## src/rtl/rstint_pkg.sv

```systemverilog
package rstint_pkg;
  localparam int PKT_W = 146;

  // Packet layout; positions are decoded by the receiving cores.
  localparam int VLD_BIT = 145;
  localparam int KIND_LSB = 141;
  localparam int KIND_W = 4;
  localparam logic [KIND_W-1:0] KIND_CODE = 4'b0111;
  localparam int THR_HI_LSB = 134;
  localparam int TAG_LSB = 14;
  localparam int TAG_W = 2;
  localparam logic [TAG_W-1:0] TAG_CODE = 2'b01;
  localparam int CORE_LSB = 11;
  localparam int THR_LO_LSB = 8;
  localparam int VEC_LSB = 0;
  localparam int VEC_W = 6;
  localparam logic [VEC_W-1:0] VEC_CODE = 6'b000011;
endpackage

```

## src/rtl/rstint_lsb_enc.sv

```systemverilog
module rstint_lsb_enc #(
  parameter int N = 64,
  parameter int W = 6
) (
  input  logic [N-1:0] vec_i,
  output logic         any_o,
  output logic [N-1:0] onehot_o,
  output logic [W-1:0] idx_o
);
  assign any_o    = |vec_i;
  assign onehot_o = vec_i & (~vec_i + N'(1));

  for (genvar b = 0; b < W; b++) begin : g_bit
    logic [N-1:0] sel;
    for (genvar n = 0; n < N; n++) begin : g_sel
      if (((n >> b) & 1) != 0) begin : g_on
        assign sel[n] = onehot_o[n];
      end else begin : g_off
        assign sel[n] = 1'b0;
      end
    end
    assign idx_o[b] = |sel;
  end
endmodule

```

## src/rtl/rstint_pend_reg.sv

```systemverilog
module rstint_pend_reg #(
  parameter int N = 64
) (
  input  logic         clk_i,
  input  logic         rst_ni,
  input  logic         load_i,
  input  logic [N-1:0] load_val_i,
  input  logic         clr_i,
  input  logic [N-1:0] clr_oh_i,
  output logic [N-1:0] pend_o
);
  always_ff @(posedge clk_i or negedge rst_ni) begin
    if (!rst_ni)     pend_o <= '0;
    else if (load_i) pend_o <= load_val_i;
    else if (clr_i)  pend_o <= pend_o & ~clr_oh_i;
  end

  // a clear retires exactly one pending bit
  p_clr_hits_one_r2: assert property (@(posedge clk_i) disable iff (!rst_ni)
    clr_i |-> ($countones(clr_oh_i & pend_o) == 1));

  // a capture never lands on a live dispatch
  p_load_idle_r10: assert property (@(posedge clk_i) disable iff (!rst_ni)
    load_i |-> (pend_o == '0));
endmodule

```

## src/rtl/rstint_pkt_fmt.sv

```systemverilog
module rstint_pkt_fmt
  import rstint_pkg::*;
#(
  parameter int CORE_W = 3,
  parameter int THR_W  = 3
) (
  input  logic              vld_i,
  input  logic [CORE_W-1:0] core_i,
  input  logic [THR_W-1:0]  thr_i,
  output logic [PKT_W-1:0]  pkt_o
);
  always_comb begin
    pkt_o = '0;
    if (vld_i) begin
      pkt_o[VLD_BIT]                  = 1'b1;
      pkt_o[KIND_LSB +: KIND_W]       = KIND_CODE;
      pkt_o[TAG_LSB +: TAG_W]         = TAG_CODE;
      pkt_o[VEC_LSB +: VEC_W]         = VEC_CODE;
      pkt_o[CORE_LSB +: CORE_W]       = core_i;
      pkt_o[THR_LO_LSB +: THR_W]      = thr_i;
      pkt_o[THR_HI_LSB +: THR_W]      = thr_i;
    end
  end
endmodule

```

## src/rtl/rstint_fanout.sv

```systemverilog
module rstint_fanout
  import rstint_pkg::*;
#(
  parameter int CORE_W = 3,
  parameter int THR_W  = 3,
  localparam int IDX_W = CORE_W + THR_W,
  localparam int NTHR  = 1 << IDX_W
) (
  input  logic             clk_i,
  input  logic             rst_ni,
  input  logic             req_ni,
  input  logic [NTHR-1:0]  mask_i,
  output logic             pkt_valid_o,
  input  logic             pkt_ready_i,
  output logic [PKT_W-1:0] pkt_data_o,
  output logic             done_o
);
  logic            req_prev_q;
  logic            req_fall, start, fire, last, busy;
  logic            done_q;
  logic [NTHR-1:0] pend_q, pick_oh, rest;
  logic [IDX_W-1:0] cur_idx;

  always_ff @(posedge clk_i or negedge rst_ni) begin
    if (!rst_ni) req_prev_q <= 1'b1;
    else         req_prev_q <= req_ni;
  end

  assign req_fall = req_prev_q & ~req_ni;
  assign start    = req_fall & ~busy;   // requests during a dispatch are dropped

  rstint_pend_reg #(.N(NTHR)) u_pend (
    .clk_i      (clk_i),
    .rst_ni     (rst_ni),
    .load_i     (start),
    .load_val_i (mask_i),
    .clr_i      (fire),
    .clr_oh_i   (pick_oh),
    .pend_o     (pend_q)
  );

  rstint_lsb_enc #(.N(NTHR), .W(IDX_W)) u_enc (
    .vec_i    (pend_q),
    .any_o    (busy),
    .onehot_o (pick_oh),
    .idx_o    (cur_idx)
  );

  rstint_pkt_fmt #(.CORE_W(CORE_W), .THR_W(THR_W)) u_fmt (
    .vld_i  (busy),
    .core_i (cur_idx[IDX_W-1:THR_W]),
    .thr_i  (cur_idx[THR_W-1:0]),
    .pkt_o  (pkt_data_o)
  );

  assign pkt_valid_o = busy;
  assign fire        = busy & pkt_ready_i;
  assign rest        = pend_q & ~pick_oh;
  assign last        = fire & ~(|rest);

  always_ff @(posedge clk_i or negedge rst_ni) begin
    if (!rst_ni) done_q <= 1'b0;
    else         done_q <= last | (start & (mask_i == '0));
  end

  assign done_o = done_q;

  p_hold_r7: assert property (@(posedge clk_i) disable iff (!rst_ni)
    (pkt_valid_o && !pkt_ready_i) |=> (pkt_valid_o && $stable(pkt_data_o)));

  p_capture_r1: assert property (@(posedge clk_i) disable iff (!rst_ni)
    start |=> (pend_q == $past(mask_i)));

  p_target_live_r3: assert property (@(posedge clk_i) disable iff (!rst_ni)
    pkt_valid_o |-> pend_q[cur_idx]);

  p_ascend_r3: assert property (@(posedge clk_i) disable iff (!rst_ni)
    (fire && !last) |=> (cur_idx > $past(cur_idx)));

  p_one_per_accept_r2: assert property (@(posedge clk_i) disable iff (!rst_ni)
    fire |=> ($countones(pend_q) == $past($countones(pend_q)) - 1));

  p_done_pulse_r9: assert property (@(posedge clk_i) disable iff (!rst_ni)
    done_o |=> !done_o);

  p_done_quiet_r9: assert property (@(posedge clk_i) disable iff (!rst_ni)
    done_o |-> !pkt_valid_o);

  p_ignore_busy_r10: assert property (@(posedge clk_i) disable iff (!rst_ni)
    (busy && req_fall && !fire) |=> $stable(pend_q));
endmodule

```

## config.mk

```make
export PLATFORM = sky130hd
export DESIGN_NAME = rstint_fanout
export DESIGN_NICKNAME = d
export VERILOG_FILES = /design/src/rtl/rstint_pkg.sv /design/src/rtl/rstint_lsb_enc.sv /design/src/rtl/rstint_pend_reg.sv /design/src/rtl/rstint_pkt_fmt.sv /design/src/rtl/rstint_fanout.sv
export SDC_FILE = /design/constraint.sdc
export NUM_CORES = 1
export LEC_CHECK = 0
export BUFFER_PORTS_ARGS = -buffer_cell sky130_fd_sc_hd__buf_2
export CAP_MARGIN = 20
export CORE_MARGIN = 2
export CORE_UTILIZATION = 50
export DETAILED_ROUTE_END_ITERATION = 7
export GPL_TIMING_DRIVEN = 0
export PLACE_DENSITY = 0.85
export SLEW_MARGIN = 0
export SYNTH_ARGS = -nofsm -noshare
export SYNTH_HDL_FRONTEND = slang
export SYNTH_SLANG_ARGS = --single-unit
```

## constraint.sdc

```tcl
create_clock -name clk_i -period 7.8 [get_ports clk_i]
set_clock_uncertainty 0.15 [all_clocks]
set_input_delay 1.17 -clock clk_i [delete_from_list [all_inputs] [get_ports clk_i]]
set_output_delay 1.17 -clock clk_i [all_outputs]
set_load 0.01 [all_outputs]
```

# Word-level counts from Yosys, hierarchy flattened
# Index checks and enable logic that the tools add are counted.
[totals]
reg_bits = 66
input_bits = 68
elab_cells = 33
[classes]
add_sub_neg = 1
n_bitwise = 13
n_reduce_logical = 10
n_mux = 6
[op_table]
columns = ["cell", "n"]
rows = [
  ["OR reduction 32 bit", 6],
  ["bitwise AND 64 bit", 2],
  ["two-way mux 64 bit", 2],
  ["NOT 64 bit", 2],
  ["OR reduction 64 bit", 2],
  ["adder 64 x 1 -> 64 bit, second input constant", 1],
  ["zero test 64 bit", 1],
  ["two-way mux 7 bit", 1],
  ["bitwise AND 1 bit", 5],
  ["two-way mux 5 bit", 1],
  ["two-way mux 3 bit", 1],
  ["NOT 1 bit", 3],
  ["two-way mux 2 bit", 1],
  ["nonzero test 2 bit", 1],
  ["OR 1 bit", 1],
]

# Logic depth before layout (Yosys ltp)
# Gate-level depths: netlist (run 1).
[logic_depth]
word_depth = 9
mapped_depth = 12
depth_no_buf = 8

# By module
# A second synthesis (run 1) with hierarchy kept.
[hier_totals]
cells_unflattened = 806
hier_area_um2 = 6637.6
[modules_own_cells]
columns = ["mod", "seq_area_each_um2", "cells_per_inst", "area_each_um2", "n_inst"]
rows = [
  ["rstint_pend_reg", 1601.5, 277, 3216.8, 1],
  ["rstint_lsb_enc", 0.0, 258, 1589.0, 1],
  ["rstint_pkt_fmt", 0.0, 147, 1092.3, 1],
  ["rstint_fanout", 51.3, 124, 739.5, 1],
]

# Least setup slack after synthesis (run 1)
# Ideal clock, no wire load.
[synth_timing]
path_type = "reg2out"
startpoint = "reg u_pend.pend_o[25]"
endpoint = "out pkt_data_o[135]"
required_ns = 6.480
stages_incl_launch_ff = 11
arrival_ns = 2.695
path_slack_ns = 3.785
path_cell_list = "dfrtp_1 -> buf_6 -> or4_4 -> nor4b_4 -> nand4_4 -> or4_1 -> a2bb2oi_1 -> o2111ai_1 -> a2111oi_0 -> nand2_1 -> buf_4"
[synth_via]
elab_chain_len = 5
word_cells_on_any_way = 6
[synth_lines]
columns = ["element", "line", "rtl"]
rows = [
  ["start, declared", "rstint_pend_reg.sv:10", "output logic [N-1:0] pend_o"],
  ["start signal, assigned", "rstint_pend_reg.sv:14", "else if (load_i) pend_o <= load_val_i;"],
  ["start signal, assigned", "rstint_pend_reg.sv:15", "else if (clr_i) pend_o <= pend_o & ~clr_oh_i;"],
  ["NOT 64 bit", "rstint_lsb_enc.sv:11", "assign onehot_o = vec_i & (~vec_i + N'(1));"],
  ["adder 64 x 1 -> 64 bit", "rstint_lsb_enc.sv:11", ""],
  ["bitwise AND 64 bit", "rstint_lsb_enc.sv:11", ""],
  ["OR reduction 32 bit", "rstint_lsb_enc.sv:22", "assign idx_o[b] = |sel;"],
  ["two-way mux 3 bit *", "rstint_pkt_fmt.sv:14", "if (vld_i) begin"],
  ["end, declared", "rstint_fanout.sv:15", "output logic [PKT_W-1:0] pkt_data_o,"],
]
# Mark *: on every way between the ends. The rest lies on a longest branch, timed or not.

# Final worst setup path (run 1)
[layout_timing]
startpoint = "reg u_pend.pend_o[0]"
endpoint = "out pkt_data_o[136]"
# Same word-level chain as after synthesis.

==> results.md, run 1 <==
- Synthesis produced a netlist whose cell count is 751.
- The number of enable flip-flop cells after synthesis is 0.
- The critical path endpoint category is an output port.
- Compared with the post-synthesis result, the final layout area differs by 23.7%.
- Ranked by total cell area, the synthesized netlist is headed by dfrtp_1 (27%), buf_4 (19%), a22o_1 (9.1%).
- TritonCTS built the clock tree.
- With fillers left out, the area of the finished cells amounts to 0.00739 mm^2.
- The worst setup path is launched from a register.
- In the final layout, the multi-input gates occupy 0.00339 mm^2.
- The number of pins exceeding their max-slew limit in the final report is 0.
- The total cell area at the placement stage is 0.00706 mm^2.
- The flow ran to the end, and the final reports show no timing, DRC or antenna violations.
- The data arrival at the endpoint of the critical path is 3690 ps.
- The number of buffers inserted for hold repair after clock tree synthesis is 0.
- The height of the chip is 113 um.
- The floorplan has 39 rows.
- The pre-antenna-repair detailed-routing pass consisted of 7 iterations.
- Routability-driven placement finished with a final weighted congestion of 1.08.
- The warning count from the yosys run is 0.
- The H-tree was split into 3 levels.
- Each instance of the synthesized netlist takes up on average 7.95 um^2.
- The total count of hold-check failures in the final report is 0.
- The sequential cells in the finished layout cover a total of 0.00165 mm^2.
- After detailed routing, the number of vias per cell comes to 5.69.
- The post-route setup TNS is 0 ps.
- The path type of the worst setup path is reg2out.
- The total standard cell area after synthesis is 0.00597 mm^2.
- Wires add up to 19900 um.
- The region available for standard cell placement spans 0.0115 mm^2.
- Entering global routing, the biggest net connects 67 pins.
- In this run the tightest slew margin relative to its limit is 0.437.
- The die is 113 um wide.
- For the pin with the worst max-slew slack, the measured transition is 844 ps.
- The HPWL after detailed placement is 15600 um.
- Among all flip-flop cells after synthesis, the most frequent one is dfrtp_1.
- The clock passes through at most 2 buffers.
- After detailed routing, the average wire length per cell comes to 17.7 um.
- The full die area is 0.0128 mm^2.
- The detailed router finished its first iteration with 680 violations.
- During placement, the flow inserted port buffers numbering 85.
- The worst min-delay path startpoint is u_pend.pend_o[48]$_DFFE_PN0P_.
- The number of flip-flops and latches in the synthesized netlist is 66.
- After detailed routing, the number of remaining DRC violations is 0.
- The path class of the tightest hold or removal check is reg2reg.
- The first-pass GRT wire length is 30700 um.
- The clock slew at the register clock pins of the worst setup and hold paths is 60 ps.
- Setup repair after global routing left no endpoint under its margin.
- In this run, distinct cell masters in the synthesized netlist total 62.
- In this run the worst setup path begins at u_pend.pend_o[0]$_DFFE_PN0P_.
- In the global route stage, overall resource usage came out at 0.308.
- The number of max-cap violations is 0.
- The number of global-route vias before repair came to 5774.
- The initial utilization of the core area, before any placement, comes to 0.519.
- The required time of the worst setup path is 6480 ps.
- The top achievable clock speed is 0.200 GHz.
- Of all nets on the critical path, the largest fanout is 10.
- The initial antenna violation count came to 1.
- The total congestion overflow is 0.
- Setup violations remaining at the end of the flow were counted as 0.
- The routed layout has 6406 vias.
- Of the cells placed in the final design, the portion with a size suffix greater than 1 is 0.279.
- The number of clock sinks is 66.
- The count of nets left with antenna violations once routing finished came out at 0.
- The worst path in the final design needs a cycle of 5010 ps, including I/O delays and setup.
- The portion of synthesized cell area occupied by the leading cell type is 0.272.
- The number of clock buffers added by TritonCTS is 9.
- The part of the Yosys area used for sequential elements is 0.277.
- The tree is rooted in a clkbuf_16.
- The biggest area consumer among synthesized cells is dfrtp_1.
- The source of the worst register-to-register timing path is u_pend.pend_o[0]$_DFFE_PN0P_.
- In the final design database the tool counted 1044 nets.
- Leaving out fill and tap cells, the most frequent cells in the layout are buf_4 (149), conb_1 (130), buf_2 (91).
- In this run, post-CTS repair resized a total of 0 instances.
- The number of buffers inserted to repair setup after CTS is 0.
- The post-route clock period utilization is 0.642.
- Leaving out fill and tap cells, the most frequent cell in the layout is buf_4.
- The async set or reset register ratio after synthesis is 1.00.
- For the worst-skew pair, the clock arrives at the later sink with an insertion delay of 350 ps.
- The filler cells instantiated in the layout total 1056.
- The top-level port count is 216.
## cells in the mapped netlist (3+ instances only)
master and instances:
nor4_1 36, a22o_1 62, or3_1 13, o2111ai_1 5, buf_6 5, nor2_1 56, o21bai_1 4, nand2_1 50
a221oi_1 8, buf_4 148, buf_2 7, o31ai_1 6, o21a_1 4, dfrtp_1 65, a22oi_1 8, nor3_1 27
inv_1 26, and3_1 6, clkbuf_1 30, a2111oi_0 4, o21ai_0 63, nand4_1 18, nand3_1 16, and4_1 3
or4_1 10, o22ai_1 6, a21oi_1 18
## metrics by stage
step | std cells | setup WS (ps) | hold slack, ps | util
2_1_floorplan | 880 | 3790 | 352 | -
4_1_cts | 1124 | 2860 | 409 | 0.641
3_5_place_dp | 1108 | 3240 | 393 | 0.613
6_report | 1125 | 2790 | 404 | 0.641
5_1_grt | 1124 | 2610 | 427 | 0.641
3_3_place_gp | 1108 | 3230 | 384 | 0.613
## area by class of cell
type	count	share of cell area
Multi-Input combinational cell	598	0.459
Antenna cell	1	0.000339
Sequential cell	66	0.224
Inverter	26	0.0132
Buffer	190	0.178
Timing Repair Buffer	85	0.0579
Clock buffer	11	0.0329
Clock inverter	5	0.0105
Tap cell	143	0.0242
## worst paths after layout
path | endpoint | slack (ps) | depth (start not counted)
min | u_pend.pend_o[48]$_DFFE_PN0P_ | 400 | 1
max | pkt_data_o[136] | 2790 | 12
min in group asynchronous | u_pend.pend_o[2]$_DFFE_PN0P_ | 770 | 1
min reg2reg | u_pend.pend_o[48]$_DFFE_PN0P_ | 400 | 1
max in group asynchronous | u_pend.pend_o[25]$_DFFE_PN0P_ | 6170 | 1
max reg2reg | done_o$_DFF_PN0_ | 3710 | 12
## kinds of logic after synthesis
family,count (synthesis),share of synthesized area
multiplexers,1,0.00189
adder cells (fa/ha/maj),2,0.00335
buffers and inverters,216,0.236
flip-flops,66,0.277
AO/OA/AOI/OAI,209,0.249
other,1,0.000628
AND/OR/NAND/NOR,256,0.232
## layer usage
metal	up-vias	share of wire	wire (um)	track usage
met5	-	0	0	0
met4	0	0.027	544	0.120
met3	43	0.12	2320	0.0873
met2	461	0.45	8930	0.465
met1	2938	0.41	8110	0.418
li1	2964	-	-	-
## sequential cells by signal, summed over array words and instances (netlist names)
signal,cells
u_pend.pend_o,64
done_o,1
req_prev_q,1
## critical path: stages (launching register included)
cell and delay, ps:
dfrtp_1 330, clkbuf_1 370, nor4_4 130, and4_1 260, buf_4 200, and3_1 150, buf_4 170, o21a_1 170
a221oi_1 480, o221ai_1 320, or3_1 470, buf_4 150, buf_2 130
Power of run 1 is left out: the tool's default activity adds up to more than one toggle a clock period on the data nets, which glitch-free logic cannot reach.
==> run 2: changes to the inputs <==
--- a/config.mk
+++ b/config.mk
@@ -5,13 +5,14 @@
 export SDC_FILE = /design/constraint.sdc
 export NUM_CORES = 1
 export LEC_CHECK = 0
+export ABC_AREA = 1
 export BUFFER_PORTS_ARGS = -buffer_cell sky130_fd_sc_hd__buf_2
 export CAP_MARGIN = 20
 export CORE_MARGIN = 2
-export CORE_UTILIZATION = 50
+export CORE_UTILIZATION = 47
 export DETAILED_ROUTE_END_ITERATION = 7
 export GPL_TIMING_DRIVEN = 0
-export PLACE_DENSITY = 0.85
+export PLACE_DENSITY = 0.83
 export SLEW_MARGIN = 0
 export SYNTH_ARGS = -nofsm -noshare
 export SYNTH_HDL_FRONTEND = slang
==> constraint.sdc (replaced) <==
create_clock -name clk_i -period 4.41 [get_ports clk_i]
set_clock_uncertainty 0.15 [all_clocks]
set_input_delay 0.6615 -clock clk_i [delete_from_list [all_inputs] [get_ports clk_i]]
set_output_delay 0.6615 -clock clk_i [all_outputs]
set_load 0.01 [all_outputs]
==> results.md, run 2 <==
- The flow ran to the end, and the final reports show no timing, DRC or antenna violations.
- The count of instances resized after the clock tree is built is 0 (unchanged).
- Setup repair after global routing left no endpoint under its margin.
- The via count was 7177 (+12%).
- The number of global-route vias before repair was 6591 (+14%).
- The final wirelength was 22300 um (+12%).
- The data arrival at the endpoint of the critical path is 3090 ps (-600 ps).
- The later-pin clock latency in the skew report is 350 ps (about the same).
- The smallest clock period supported by the final layout is computed as 3900 ps.
- The total setup violations reported at the end of the flow is 0 (unchanged).
- The initial antenna violation count was 0 (-1).
- The per-cell routed wire length is 15.6 um (-12%).
- The biggest area consumer among synthesized cells is dfrtp_1.
- The area growth from synthesis to layout is 22.1%.
- The cell count after synthesis is 1026 (+37%).
- The smallest hold slack is 283 ps (-121 ps).
- The count of standard-cell rows is 42 (+7.7%).
- The library cell with the highest instance count after synthesis is nand2_1.
- The cell sitting at the root of the clock tree is a clkbuf_16.
- The cell that appears most often on the critical path is nand2_1.
- The number of buffers inserted for hold repair after clock tree synthesis is 0 (unchanged).
- The detailed-route DRC error count is 0 (unchanged).
- The distinct cell type count of the synthesized netlist is 36 (-42%).
- The buffer and inverter count on the worst path is 3 (-2).
- The transition time at the pin with the least slew margin came to 861 ps (+16.4 ps).
- The estimated wirelength of the detail-placed design is 18500 um (+18%).
- The utilization after layout came to 0.592 (-0.0490).
- The path type of the worst setup path is reg2out.
- The synthesized area divided by synthesized cell count was 6.31 um^2 (-21%).
- The final net count is 1319 (+26%).
- The core footprint is 0.0133 mm^2 (+16%).
- The relative slew slack is 0.426 (-0.0109).
- The full die area is 0.0147 mm^2 (+15%).
- The number of buffers inserted to repair setup after CTS is 0 (unchanged).
- By area the synthesized netlist is led by dfrtp_1 (25%), nand2_1 (17%), buf_4 (17%).
- The total congestion overflow is 0 (unchanged).
- Walking the worst path, the cells encountered are nor2_4, nand2_1, nor2_4, nand2_1, nor2_1, nand2_1, inv_1, nand2_1, nand2_1, nor2_1, and3b_1, nand3_1, buf_4, buf_2.
- The overall fraction of global-route tracks in use is 0.308 (+0.000556).
- The maximum count of clock buffers along a single path was 2 (unchanged).
- In the synthesized netlist the dominant register cell turns out to be dfrtp_1.
- The required time of the worst setup path came to 3600 ps (-2880 ps).
- The first-pass GRT wire length is 34500 um (+12%).
- The TritonCTS clock tree is built.
- The layout cell share with drive strength beyond 1 came to 0.218 (-0.0612).
- The part of the Yosys area used for sequential elements is 0.255 (-0.0215).
- The most flop-heavy register is u_pend.pend_o.
- The number of H-tree levels was 3 (unchanged).
- STA classifies the critical path startpoint as a register.
- The number of max-cap violations came to 0 (unchanged).
- The routability-driven placement congestion ratio is 1.03 (-4.8%).
- The flip-flop count of the largest register, all copies and words added was 64 (unchanged).
- The number of antenna cells inserted is 0 (-1).
- The maximum fanout count along the critical path is 7 (-3).
- The number of filler cells placed in the layout was 1421 (+35%).
- The height of the chip is 121 um (+7.1%).
- The number of buffers inserted during clock tree synthesis is 9 (unchanged).
- The die boundary width came to 121 um (+7.1%).
- The portion of synthesized cell area occupied by the leading cell type is 0.251 (-0.0211).
- The pin count of the biggest net entering global routing is 67 (unchanged).
- The post-route setup TNS came to 0 ps (unchanged).
- The top-level port count was 216 (unchanged).
- The critical path endpoint category is an output port.
- The clock slew at the register clock pins of the worst setup and hold paths is 50 ps (about the same).
- The DRC violation total after the first TritonRoute iteration was 567 (-17%).
- The starting utilization of the core area came to 0.485 (-0.0335).
- The number of buffer cells added on primary ports came to 85 (unchanged).
- The worst stage delay on the critical path is 450 ps (-30 ps).
- The worst hold path belongs to the class in2async.
- By count the netlist is led by nand2_1 (298), nor2_1 (170), buf_4 (145).
- The number of search-and-repair iterations in the first detailed-routing pass came to 5 (-2).
- The number of clock sinks came to 66 (unchanged).
- In the layout the commonest cells are nand2_1 (298), nor2_1 (170), buf_4 (146).
- The number of enable flip-flop cells after synthesis came to 0 (unchanged).
- The largest individual stage delay along the critical path comes from the cell dfrtp_1.
- Among cell families on the critical path, the largest total delay comes from simple AND/OR/NAND/NOR gates.
- In the finished design, the share of the clock period the worst path needs comes to 0.884.
- The total count of hold-check failures in the final report is 0 (unchanged).
- The number of pins exceeding their max-slew limit in the final report is 0 (unchanged).
- The async set or reset register ratio after synthesis is 1.00 (unchanged).
- The remaining antenna violation count is 0 (unchanged).
- Derived from the worst setup path, the maximum achievable clock frequency is 0.257 GHz.
- The post-detailed-route via-to-cell ratio came to 5.01 (-12%).
- The number of flip-flops and latches in the synthesized netlist came to 66 (unchanged).
- The total standard cell area after synthesis is 0.00648 mm^2 (+8.4%).
- The warning count from the yosys run is 0 (unchanged).
- Leaving out fill and tap cells, the most frequent cell in the layout is nand2_1.
run 2: cell count changes in the layout (fill, tap and decap cells not counted), moves of 22 or more:
cell,previous run,this run
a22o_1,62,7
nor2_1,56,170
nor4_1,36,13
o21ai_0,63,29
nor3_1,27,5
nand3_1,16,38
o21ai_1,2,27
nand2_1,50,298
o221ai_1,2,31
inv_1,26,99
clkbuf_1,31,6
run 2: worst paths after layout:
kind,slack [ps],startpoint,cells after the start,to
setup / recovery,510,u_pend.pend_o[1]$_DFFE_PN0P_,14,pkt_data_o[135]
hold / removal,280,rst_ni,1,u_pend.pend_o[39]$_DFFE_PN0P_
setup reg to reg,1680,u_pend.pend_o[3]$_DFFE_PN0P_,13,done_o$_DFF_PN0_
hold reg to reg,380,u_pend.pend_o[2]$_DFFE_PN0P_,2,u_pend.pend_o[2]$_DFFE_PN0P_
max in group asynchronous,3270,rst_ni,1,u_pend.pend_o[10]$_DFFE_PN0P_
min in group clk_i,300,req_ni,1,req_prev_q$_DFF_PN1_
run 2: stage by stage:
| step | std cells | instance area [um^2] | setup WS [ps] |
|---|---|---|---|
| finish | 1432 | 7910 | 513 |
| global route | 1432 | 7910 | 319 |
| CTS | 1432 | 7910 | 581 |
| floorplan | 1155 | 6960 | 1690 |
| global placement | 1416 | 7610 | 951 |
| detailed placement | 1416 | 7610 | 968 |
run 2: layout make-up:
type,count,area (um^2),share of cell area
clock inverters,2,35.0,0.00443
flip-flops and latches,66,1650,0.209
well taps,176,220,0.0278
clock buffers,14,264,0.0334
inverters,100,375,0.0475
repair buffers,85,428,0.0541
multi-input cells,831,3780,0.478
plain buffers,158,1160,0.146
run 2: cell families after synthesis:
family,after synthesis,synth area share
AND/OR/NAND/NOR,575,0.379
buffers and inverters,258,0.236
flip-flops,66,0.255
AO/OA/AOI/OAI,126,0.128
other,1,0.000579
run 2: routing by layer:
metal | up-vias | global-route usage | wire length [um]
met2 | 372 | 0.496 | 10200
met1 | 3211 | 0.387 | 8820
met5 | - | 0 | 0
met3 | 75 | 0.0620 | 2010
met4 | 0 | 0.169 | 1260
li1 | 3519 | - | -
run 2: worst reg2reg max path: cells and delay by family, from the launching register on:
kind	cells	cell delay (ps)
DFF	1	420
and+or+nand+nor	13	2100
Power of run 2 is left out for the same reason.
